--- src/rtl/stripe_pkg.sv ---
`timescale 1ns/1ps
package stripe_pkg;
    localparam int SMP_W_DEF = 8;
    localparam int CNT_W_DEF = 8;
    localparam int WIN_W_DEF = 12;

    typedef enum logic {
        SIGN_POS = 1'b0,
        SIGN_NEG = 1'b1
    } sign_e;
endpackage

--- src/rtl/stripe_peak_qual.sv ---
`timescale 1ns/1ps
module stripe_peak_qual
    import stripe_pkg::*;
#(
    parameter int W = SMP_W_DEF
) (
    input  logic         clk,
    input  logic         rst_n,
    input  logic         enable_i,
    input  logic         valid_i,
    input  logic [W-1:0] data_i,
    input  logic [W-1:0] thresh_i,
    output logic         peak_o,
    output logic [W-1:0] mag_o
);
    function automatic logic [W-1:0] mag_of(input logic [W-1:0] v);
        return v[W-1] ? ((~v) + W'(1)) : v;
    endfunction

    typedef struct packed {
        logic [W-1:0] h1;
        logic [W-1:0] h2;
        logic [1:0]   fill;
        logic         lock;
        sign_e        lsgn;
    } qst_t;

    qst_t st_q, st_d;

    logic [W-1:0] m1, m2;
    sign_e s0, s1, s2;
    logic  cand;

    always_comb begin
        st_d  = st_q;
        mag_o = mag_of(data_i);
        m1    = mag_of(st_q.h1);
        m2    = mag_of(st_q.h2);
        s0    = sign_e'(data_i[W-1]);
        s1    = sign_e'(st_q.h1[W-1]);
        s2    = sign_e'(st_q.h2[W-1]);
        cand  = enable_i && valid_i && (st_q.fill == 2'd2)
                && (s0 == s1) && (s1 == s2)
                && (m1 > m2) && (m1 > mag_o) && (m1 > thresh_i)
                && !(st_q.lock && (st_q.lsgn == s1));
        peak_o = cand;
        if (!enable_i) begin
            st_d = '0;
        end else if (valid_i) begin
            st_d.h2 = st_q.h1;
            st_d.h1 = data_i;
            if (st_q.fill != 2'd2) st_d.fill = st_q.fill + 2'd1;
            if (cand) begin
                st_d.lock = 1'b1;
                st_d.lsgn = s1;
            end else if (st_q.lock && (s0 != st_q.lsgn)) begin
                st_d.lock = 1'b0;
            end
        end
    end

    always_ff @(posedge clk or negedge rst_n) begin
        if (!rst_n) st_q <= '0;
        else        st_q <= st_d;
    end


    hist_hold_chk: assert property (@(posedge clk) disable iff (!rst_n)
        (enable_i && !valid_i) |=> $stable(st_q.h1) && $stable(st_q.h2));


    lock_sign_chk: assert property (@(posedge clk) disable iff (!rst_n)
        peak_o |=> st_q.lock);
endmodule

--- src/rtl/stripe_window.sv ---
`timescale 1ns/1ps
module stripe_window
    import stripe_pkg::*;
#(
    parameter int CNT_W = CNT_W_DEF,
    parameter int WIN_W = WIN_W_DEF
) (
    input  logic             clk,
    input  logic             rst_n,
    input  logic             enable_i,
    input  logic             valid_i,
    input  logic             peak_i,
    input  logic [CNT_W-1:0] nominal_i,
    input  logic [WIN_W-1:0] win_len_i,
    output logic             close_o,
    output logic             detect_o,
    output logic             stripe_o
);
    localparam int CMP_W = ((WIN_W > CNT_W) ? WIN_W : CNT_W) + 2;

    typedef struct packed {
        logic [WIN_W-1:0] wcnt;
        logic [WIN_W-1:0] pcnt;
        logic             stripe;
    } wst_t;

    wst_t st_q, st_d;

    logic [CMP_W-1:0] total, nom_x, quarter, lo, hi;
    logic inband;

    always_comb begin
        st_d     = st_q;
        close_o  = enable_i && valid_i && (st_q.wcnt == (win_len_i - WIN_W'(1)));
        total    = CMP_W'(st_q.pcnt) + CMP_W'(peak_i);
        nom_x    = CMP_W'(nominal_i);
        quarter  = nom_x >> 2;
        lo       = nom_x - quarter;
        hi       = nom_x + quarter;
        inband   = (total >= lo) && (total <= hi);
        detect_o = close_o && inband;
        if (!enable_i) begin
            st_d = '0;
        end else if (valid_i) begin
            if (close_o) begin
                st_d.wcnt   = '0;
                st_d.pcnt   = '0;
                st_d.stripe = inband;
            end else begin
                st_d.wcnt = st_q.wcnt + WIN_W'(1);
                st_d.pcnt = st_q.pcnt + WIN_W'(peak_i);
            end
        end
    end

    assign stripe_o = st_q.stripe;

    always_ff @(posedge clk or negedge rst_n) begin
        if (!rst_n) st_q <= '0;
        else        st_q <= st_d;
    end


    stripe_rise_chk: assert property (@(posedge clk) disable iff (!rst_n)
        $rose(st_q.stripe) |-> $past(close_o));


    disable_clear_chk: assert property (@(posedge clk) disable iff (!rst_n)
        !enable_i |=> !st_q.stripe && (st_q.wcnt == '0));


    peak_bound_chk: assert property (@(posedge clk) disable iff (!rst_n)
        st_q.pcnt <= st_q.wcnt);


    window_hold_chk: assert property (@(posedge clk) disable iff (!rst_n)
        (enable_i && !valid_i) |=> $stable(st_q.wcnt) && $stable(st_q.stripe));
endmodule

--- src/rtl/stripe_burst_cap.sv ---
`timescale 1ns/1ps
module stripe_burst_cap
    import stripe_pkg::*;
#(
    parameter int W = SMP_W_DEF
) (
    input  logic         clk,
    input  logic         rst_n,
    input  logic         enable_i,
    input  logic         valid_i,
    input  logic [W-1:0] mag_i,
    input  logic         close_i,
    input  logic         detect_i,
    input  logic         clear_i,
    output logic [W-1:0] amp_o,
    output logic         amp_vld_o
);
    typedef struct packed {
        logic         active;
        logic [W-1:0] runmax;
        logic [W-1:0] amp;
        logic         amp_vld;
    } cst_t;

    cst_t st_q, st_d;
    logic [W-1:0] best;

    always_comb begin
        st_d = st_q;
        best = (mag_i > st_q.runmax) ? mag_i : st_q.runmax;
        if (!enable_i) begin
            st_d.active = 1'b0;
            st_d.runmax = '0;
        end else if (valid_i) begin
            if (close_i) begin
                if (st_q.active) begin
                    st_d.amp     = best;
                    st_d.amp_vld = 1'b1;
                end
                st_d.active = detect_i;
                st_d.runmax = '0;
            end else if (st_q.active) begin
                st_d.runmax = best;
            end
        end
        if (clear_i) begin
            st_d.amp     = '0;
            st_d.amp_vld = 1'b0;
        end
    end

    assign amp_o     = st_q.amp;
    assign amp_vld_o = st_q.amp_vld;

    always_ff @(posedge clk or negedge rst_n) begin
        if (!rst_n) st_q <= '0;
        else        st_q <= st_d;
    end


    clear_wins_chk: assert property (@(posedge clk) disable iff (!rst_n)
        clear_i |=> !st_q.amp_vld && (st_q.amp == '0));


    valid_rise_chk: assert property (@(posedge clk) disable iff (!rst_n)
        $rose(st_q.amp_vld) |-> $past(close_i));


    amp_hold_chk: assert property (@(posedge clk) disable iff (!rst_n)
        (!clear_i && !close_i) |=> $stable(st_q.amp) && $stable(st_q.amp_vld));
endmodule

--- src/rtl/stripe_detector.sv ---
`timescale 1ns/1ps
module stripe_detector
    import stripe_pkg::*;
#(
    parameter int SMP_W = SMP_W_DEF,
    parameter int CNT_W = CNT_W_DEF,
    parameter int WIN_W = WIN_W_DEF
) (
    input  logic             clk,
    input  logic             rst_n,
    input  logic             enable,
    input  logic             smp_valid,
    input  logic [SMP_W-1:0] smp_data,
    input  logic [SMP_W-1:0] qual_thresh,
    input  logic [CNT_W-1:0] nominal,
    input  logic [WIN_W-1:0] win_len,
    input  logic             stripe_sel,
    input  logic             amp_clear,
    output logic             stripe_out,
    output logic [SMP_W-1:0] amp_value,
    output logic             amp_valid
);
    logic             peak_w, close_w, detect_w, stripe_w;
    logic [SMP_W-1:0] mag_w;

    stripe_peak_qual #(.W(SMP_W)) u_qual (
        .clk      (clk),
        .rst_n    (rst_n),
        .enable_i (enable),
        .valid_i  (smp_valid),
        .data_i   (smp_data),
        .thresh_i (qual_thresh),
        .peak_o   (peak_w),
        .mag_o    (mag_w)
    );

    stripe_window #(.CNT_W(CNT_W), .WIN_W(WIN_W)) u_win (
        .clk       (clk),
        .rst_n     (rst_n),
        .enable_i  (enable),
        .valid_i   (smp_valid),
        .peak_i    (peak_w),
        .nominal_i (nominal),
        .win_len_i (win_len),
        .close_o   (close_w),
        .detect_o  (detect_w),
        .stripe_o  (stripe_w)
    );

    stripe_burst_cap #(.W(SMP_W)) u_cap (
        .clk       (clk),
        .rst_n     (rst_n),
        .enable_i  (enable),
        .valid_i   (smp_valid),
        .mag_i     (mag_w),
        .close_i   (close_w),
        .detect_i  (detect_w),
        .clear_i   (amp_clear),
        .amp_o     (amp_value),
        .amp_vld_o (amp_valid)
    );

    assign stripe_out = stripe_w & stripe_sel;


    gate_sel_chk: assert property (@(posedge clk) disable iff (!rst_n)
        !stripe_sel |-> !stripe_out);
endmodule

--- config.mk ---
export PLATFORM = sky130hd
export DESIGN_NAME = stripe_detector
export DESIGN_NICKNAME = d
export VERILOG_FILES = /design/src/rtl/stripe_pkg.sv /design/src/rtl/stripe_peak_qual.sv /design/src/rtl/stripe_window.sv /design/src/rtl/stripe_burst_cap.sv /design/src/rtl/stripe_detector.sv
export SDC_FILE = /design/constraint.sdc
export NUM_CORES = 1
export LEC_CHECK = 0
export CORE_MARGIN = 3
export CORE_UTILIZATION = 53
export CTS_CLUSTER_SIZE = 8
export DETAILED_ROUTE_END_ITERATION = 8
export PLACE_DENSITY = 0.7
export SLEW_MARGIN = 20
export SYNTH_ARGS = -nofsm -noshare
export SYNTH_HDL_FRONTEND = slang
export SYNTH_SLANG_ARGS = --single-unit
--- constraint.sdc ---
create_clock -name clk -period 6.25 [get_ports clk]
set_input_delay 1.875 -clock clk [delete_from_list [all_inputs] [get_ports clk]]
set_output_delay 1.875 -clock clk [all_outputs]
set_load 0.05 [all_outputs]
# Word level (Yosys, flattened, before mapping)
# Cells that the tools add are included.
# totals
ff_bits	63
inputBits	42
# classes
addsub	10
order_cmp	6
eq_ne	13
mux	23
bitwise	4
reduce_logical	24
# op_table
operator	count
$mux W25	2
$mux W8	6
$mux W9	5
$mux W20	2
$gt A8 B8 Y1	4
$add A8 B1 Y8 const B	3
$mux W24	1
$not A8 Y8	3
$mux W18	1
$ge A14 B14 Y1	1
$le A14 B14 Y1	1
$add A12 B1 Y13	1
$logic_and A1 B1 Y1	13
$add A12 B1 Y12	1
$add A12 B1 Y12 const B	1
$eq A12 B12 Y1	1
$sub A12 B1 Y12 const B	1
$reduce_and A2 Y1	5
$add A8 B6 Y9	1
$sub A8 B6 Y9	1
$ne A2 B1 Y1 const B	4
$reduce_bool A2 Y1	4
$ne A3 B1 Y1 const B	2
$mux W1	5
other kinds (9)	11

# Logic depth before layout (Yosys ltp)
# logic_depth
depth_word	16
ltp_mapped	26
ltp_nobuf	26

# Modules after synthesis
# A second synthesis with hierarchy kept.
# hier_totals
hier_cells	711
area_unflattened_um2	6064.6
# by_module_without_submodules
module	n_inst	cells_each	area_each_um2
stripe_window	1	369	2934.1
stripe_peak_qual	1	208	1916.8
stripe_burst_cap	1	133	1207.4
stripe_detector	1	1	6.3

# Worst setup path before layout
# No wires, ideal clock.
# synth_timing
path_type	in2reg
start	input port smp_data[0]
end	register u_win.st_q (netlist bit u_win.stripe_o)
setup_ps	120
arrival_time_ps	6202
required_time_ps	6130
setup_slack_ps	-72
stages	23
cell_sequence	or3_1 > o31ai_1 > xnor2_1 > inv_1 > ha_1 > nand4_1 > nor2_1 > nor3_1 > nand2_1 > and3b_1 > ha_1 > nand3_1 > or3_1 > clkbuf_1 > or2_2 > xnor2_1 > ha_1 > nor2b_1 > a2111oi_0 > o21ai_0 > a21oi_1 > nor4b_2 > a31o_2
# synth_via
elab_chain_len	13
elab_cells_between_ends	14
cone_classes	add/sub (2); order compare (3); mux (4); bitwise (1); reduce/logical (4)
# synth_rtl
item	line_no	text
start, declared	stripe_detector.sv:13	input logic [SMP_W-1:0] smp_data,
$not A8 Y8	stripe_peak_qual.sv:17	return v[W-1] ? ((~v) + W'(1)) : v;
$add A8 B1 Y8	stripe_peak_qual.sv:17	
$mux W8 (*)	stripe_peak_qual.sv:17	
$gt A8 B8 Y1 (*)	stripe_peak_qual.sv:44	&& (m1 > m2) && (m1 > mag_o) && (m1 > thresh_i)
$logic_and A1 B1 Y1 (*) (2 in series)	stripe_peak_qual.sv:44	
$logic_and A1 B1 Y1 (*)	stripe_peak_qual.sv:45	&& !(st_q.lock && (st_q.lsgn == s1));
$add A12 B1 Y13 (*)	stripe_window.sv:35	total = CMP_W'(st_q.pcnt) + CMP_W'(peak_i);
$ge A14 B14 Y1 / $le A14 B14 Y1 (equally long branches)	stripe_window.sv:40	inband = (total >= lo) && (total <= hi);
$logic_and A1 B1 Y1 (*)	stripe_window.sv:40	
$mux W1 (*)	stripe_window.sv:45	if (close_o) begin
$mux W25 (*)	stripe_window.sv:44	end else if (valid_i) begin
$mux W25 (*)	stripe_window.sv:42	if (!enable_i) begin
end signal, assigned	stripe_window.sv:60	else st_q <= st_d;
end, declared	stripe_window.sv:27	wst_t st_q, st_d;
# Mark *: on every way between the ends. The rest lies on a longest branch, timed or not. The select of a mux whose other input is x is not followed.
# A chain may end at the register's enable or synchronous reset.

# Final worst setup path
# layout_timing
start	input port smp_data[1]
end	register u_win.st_q (netlist bit u_win.stripe_o)
# The elaborated chain is that of the path after synthesis.

==> flow_metrics.py <==
metrics = {
    "run_status": {
        "run_status": "complete, no violations",
    },
    "synth": {
        "synth_xor_area_share_pct": 8.99,
        "synthSimpleGateAreaFrac_pct": 20.0,
        "syn_area_um2": 5750,
        "post-synth-top-area-fraction_pct": 27.4,
        "synth-main-ff-cell": "dfrtp_1",
        "synth_top_cell_by_area": "dfrtp_1",
        "yosysWarnings": 0,
        "yosys.cell_types.count": 59,
        "ys_ff_latch": 63,
        "seq_area_frac_synth_pct": 27.4,
        "synth_top_family_by_area": "simple AND/OR/NAND/NOR gates",
        "synth_area_leaders": "dfrtp_1, ha_1, xnor2_1",
        "synth_area_per_cell_um2": 8.59,
        "synth-edff-count": 0,
        "synthArstFlopShare_pct": 100,
        "syn_nets": 786,
        "synth_compound_area_share_pct": 16.1,
        "syn_inst": 669,
        "synthAdderAreaFrac_pct": 16.6,
        "synthMuxAreaShare_pct": 4.18,
    },
    "sta": {
        "fmax_mhz": 162,
        "fin_skew_ns": 0.0105,
        "finalSetupViolations": 0,
        "finalHoldViolations": 0,
        "slew_violations": 0,
        "fin_ws_ns": 0.0909,
        "worstMarginPinSlew_ns": 1.12,
        "final.setup.tns_ns": 0,
        "slew_headroom_pct": 24.3,
        "fin_crit_ns": 6.16,
        "period_share_pct": 98.5,
    },
    "die": {
        "core_um2": 10400,
        "fp.dieArea_um2": 12100,
        "die_h_um": 110,
        "initial_core_util_pct": 55.2,
        "num_io_pins": 52,
        "die_w_um": 110,
        "fp-row-count": 37,
    },
    "critical_path": {
        "end_kind": "flop",
        "crit_arrival_ns": 6.40,
        "crit_type": "in2reg",
        "path_max_fanout": 4,
        "worstPathRequired_ns": 6.49,
        "setup.worst_path.start_class": "input pin",
    },
    "detailed_routing": {
        "drtIter0Drc": 377,
        "drc": 0,
        "vias": 5168,
        "wirelength_mm": 13.9,
        "routedWlPerCell_um": 15.6,
        "firstDrtPassIters": 5,
        "antenna_left": 0,
        "viasPerCell": 5.81,
    },
    "power": {
        "power.leakage_nw": 3.27,
        "power_density_nw_per_um2": 149,
        "total_power_mw": 1.06,
        "vdd_ir_drop_max_mv": 0.110,
    },
    "clock_network": {
        "cts_sinks": 63,
        "clock_path_buffers": 2,
        "tritoncts": "built",
        "cts.root.buffer_cell": "clkbuf_8",
        "numCtsBuffers": 9,
        "htreeDepth": 3,
        "insertion_delay_ns": 0.35,
        "clk_pin_slew_worst_paths_ns": 0.07,
    },
    "placement": {
        "hpwl_mm": 10.2,
        "place_area_um2": 6590,
        "numPlacedInstances": 865,
        "pre_cts_ws_ns": -0.637,
        "portBuffers": 51,
        "gp_routability_congestion": 0.872,
    },
    "final_layout": {
        "fillerInstances": 867,
        "fin_nets": 865,
        "drive_gt1_share_pct": 15.8,
        "syn2layout_area_growth_pct": 23.5,
        "fin_area_um2": 7100,
        "n_antenna_cell": 0,
        "stdcell_count": 889,
    },
    "grt": {
        "grt_usage_pct": 23.3,
        "grt_pass1_vias": 5048,
        "grt_overflow": 0,
        "grt_pass1_wl_mm": 22.9,
        "grt_max_degree": 64,
        "antenna_found_initial": 0,
    },
    "flow_run": {
        "maxCapViolations": 0,
    },
    "worst_hold_path": {
        "hold_class": "reg2reg",
    },
}
[timing repair]
action	CTS	global route
pin swaps	5	23
setup buffers	4	4
hold buffers	0	0
gates resized for setup	7	49
endpoints found under the setup margin	2	2
[cells in the mapped netlist, types with 5 or more instances]
master	number
a21o_1	5
a2111oi_0	9
nand4_1	12
nor3_1	14
xnor2_1	42
nor2b_1	15
nor2_1	47
xor2_1	17
o21a_1	5
inv_1	57
or3_1	12
nand3_1	16
nor4_1	7
nand2_1	29
nand2b_1	13
a21oi_1	54
dfrtp_1	63
o2bb2ai_1	10
o21ai_0	30
buf_4	9
and2_1	14
clkbuf_1	22
and3_1	7
mux2i_1	24
ha_1	73
[layout make-up]
class                      count  area (um2)  area share (%)
clock inverter                 6        36.3           0.511
multi-input combinational    513        4040            57.0
tap                          136         170            2.40
timing repair buffer         104         920            13.0
sequential                    63        1580            22.2
inverter                      57         214            3.01
clock buffer                  10         138            1.94
[kinds of logic (layout without fill, tap and decap cells)]
| logic type | after synthesis | count (layout) |
|---|---|---|
| xor gates and xnor gates | 59 | 59 |
| muxes | 24 | 24 |
| and+or+nand+nor | 210 | 210 |
| buffers and inverters | 93 | 177 |
| DFF | 63 | 63 |
| AOI/OAI and AO/OA | 145 | 145 |
| adders and majority gates | 75 | 75 |
[registers in the layout, indices dropped and copies added, names as in the netlist]
register / count
u_cap.amp_o: 8
u_qual.st_q: 18
u_qual.s1: 1
u_cap.amp_vld_o: 1
u_win.st_q: 24
u_win.stripe_o: 1
u_qual.s2: 1
u_cap.st_q: 9
[report_power, final]
| part | switching, mW | internal, mW |
|---|---|---|
| Sequential | 0.0100 | 0.414 |
| Combinational | 0.164 | 0.145 |
| Clock | 0.170 | 0.152 |
[path summary, 6_finish.rpt]
kind / slack, ns / cells after the start / endpoint / from
setup / recovery: 0.09 / 24 / u_win.stripe_o / smp_data[1]
hold / removal: 0.50 / 2 / u_cap.amp_vld_o / u_cap.amp_vld_o
setup reg to reg: 0.50 / 22 / u_win.stripe_o / u_qual.st_q[15]
hold reg to reg: 0.50 / 2 / u_cap.amp_vld_o / u_cap.amp_vld_o
max in group asynchronous: 4.03 / 2 / u_qual.st_q[8] / rst_n
min in group asynchronous: 1.69 / 2 / u_win.st_q[24] / rst_n
[layer usage]
layer	vias up	global-route usage, %	part of all wire, %
li1	2532	-	-
met5	-	0	0
met2	112	41.3	51
met4	0	5.89	1.2
met1	2508	29.6	44
met3	16	3.49	3.9
[cell usage in the layout, fill, tap and decap left out, types with 17 or more instances in the layout]
| master | count |
|---|---|
| a21oi_1 | 51 |
| buf_4 | 52 |
| clkdlybuf4s50_1 | 42 |
| dfrtp_1 | 63 |
| ha_1 | 66 |
| inv_1 | 53 |
| mux2i_1 | 24 |
| nand2_1 | 29 |
| nor2_1 | 47 |
| o21ai_0 | 24 |
| xnor2_1 | 34 |
| xor2_1 | 17 |
[per-stage QoR]
step | hold slack [ns] | util [%]
after global placement | 0.494 | 63.3
after CTS | 0.516 | 65.5
after global routing | 0.533 | 68.1
final | 0.502 | 68.1
after floorplan | 0.482 | -
after detailed placement | 0.499 | 63.3
[worst max-delay path: stages]
cell,delay [ns]
dlymetal6s2s_1,0.13
or3_4,0.42
buf_4,0.15
nor4b_4,0.27
inv_2,0.09
ha_4,0.22
nand4_1,0.12
nor2_1,0.06
nor3_2,0.19
nand2_1,0.09
and3b_2,0.29
ha_4,0.14
nand3_2,0.08
or3_4,0.38
buf_4,0.16
xnor2_2,0.14
ha_1,0.33
a21oi_2,0.20
nor2b_4,0.06
a2111oi_2,0.36
o21ai_1,0.15
a21oi_2,0.18
nor4b_4,0.07
a31o_2,0.24
Note: power is estimated with default switching activity, not from simulation.
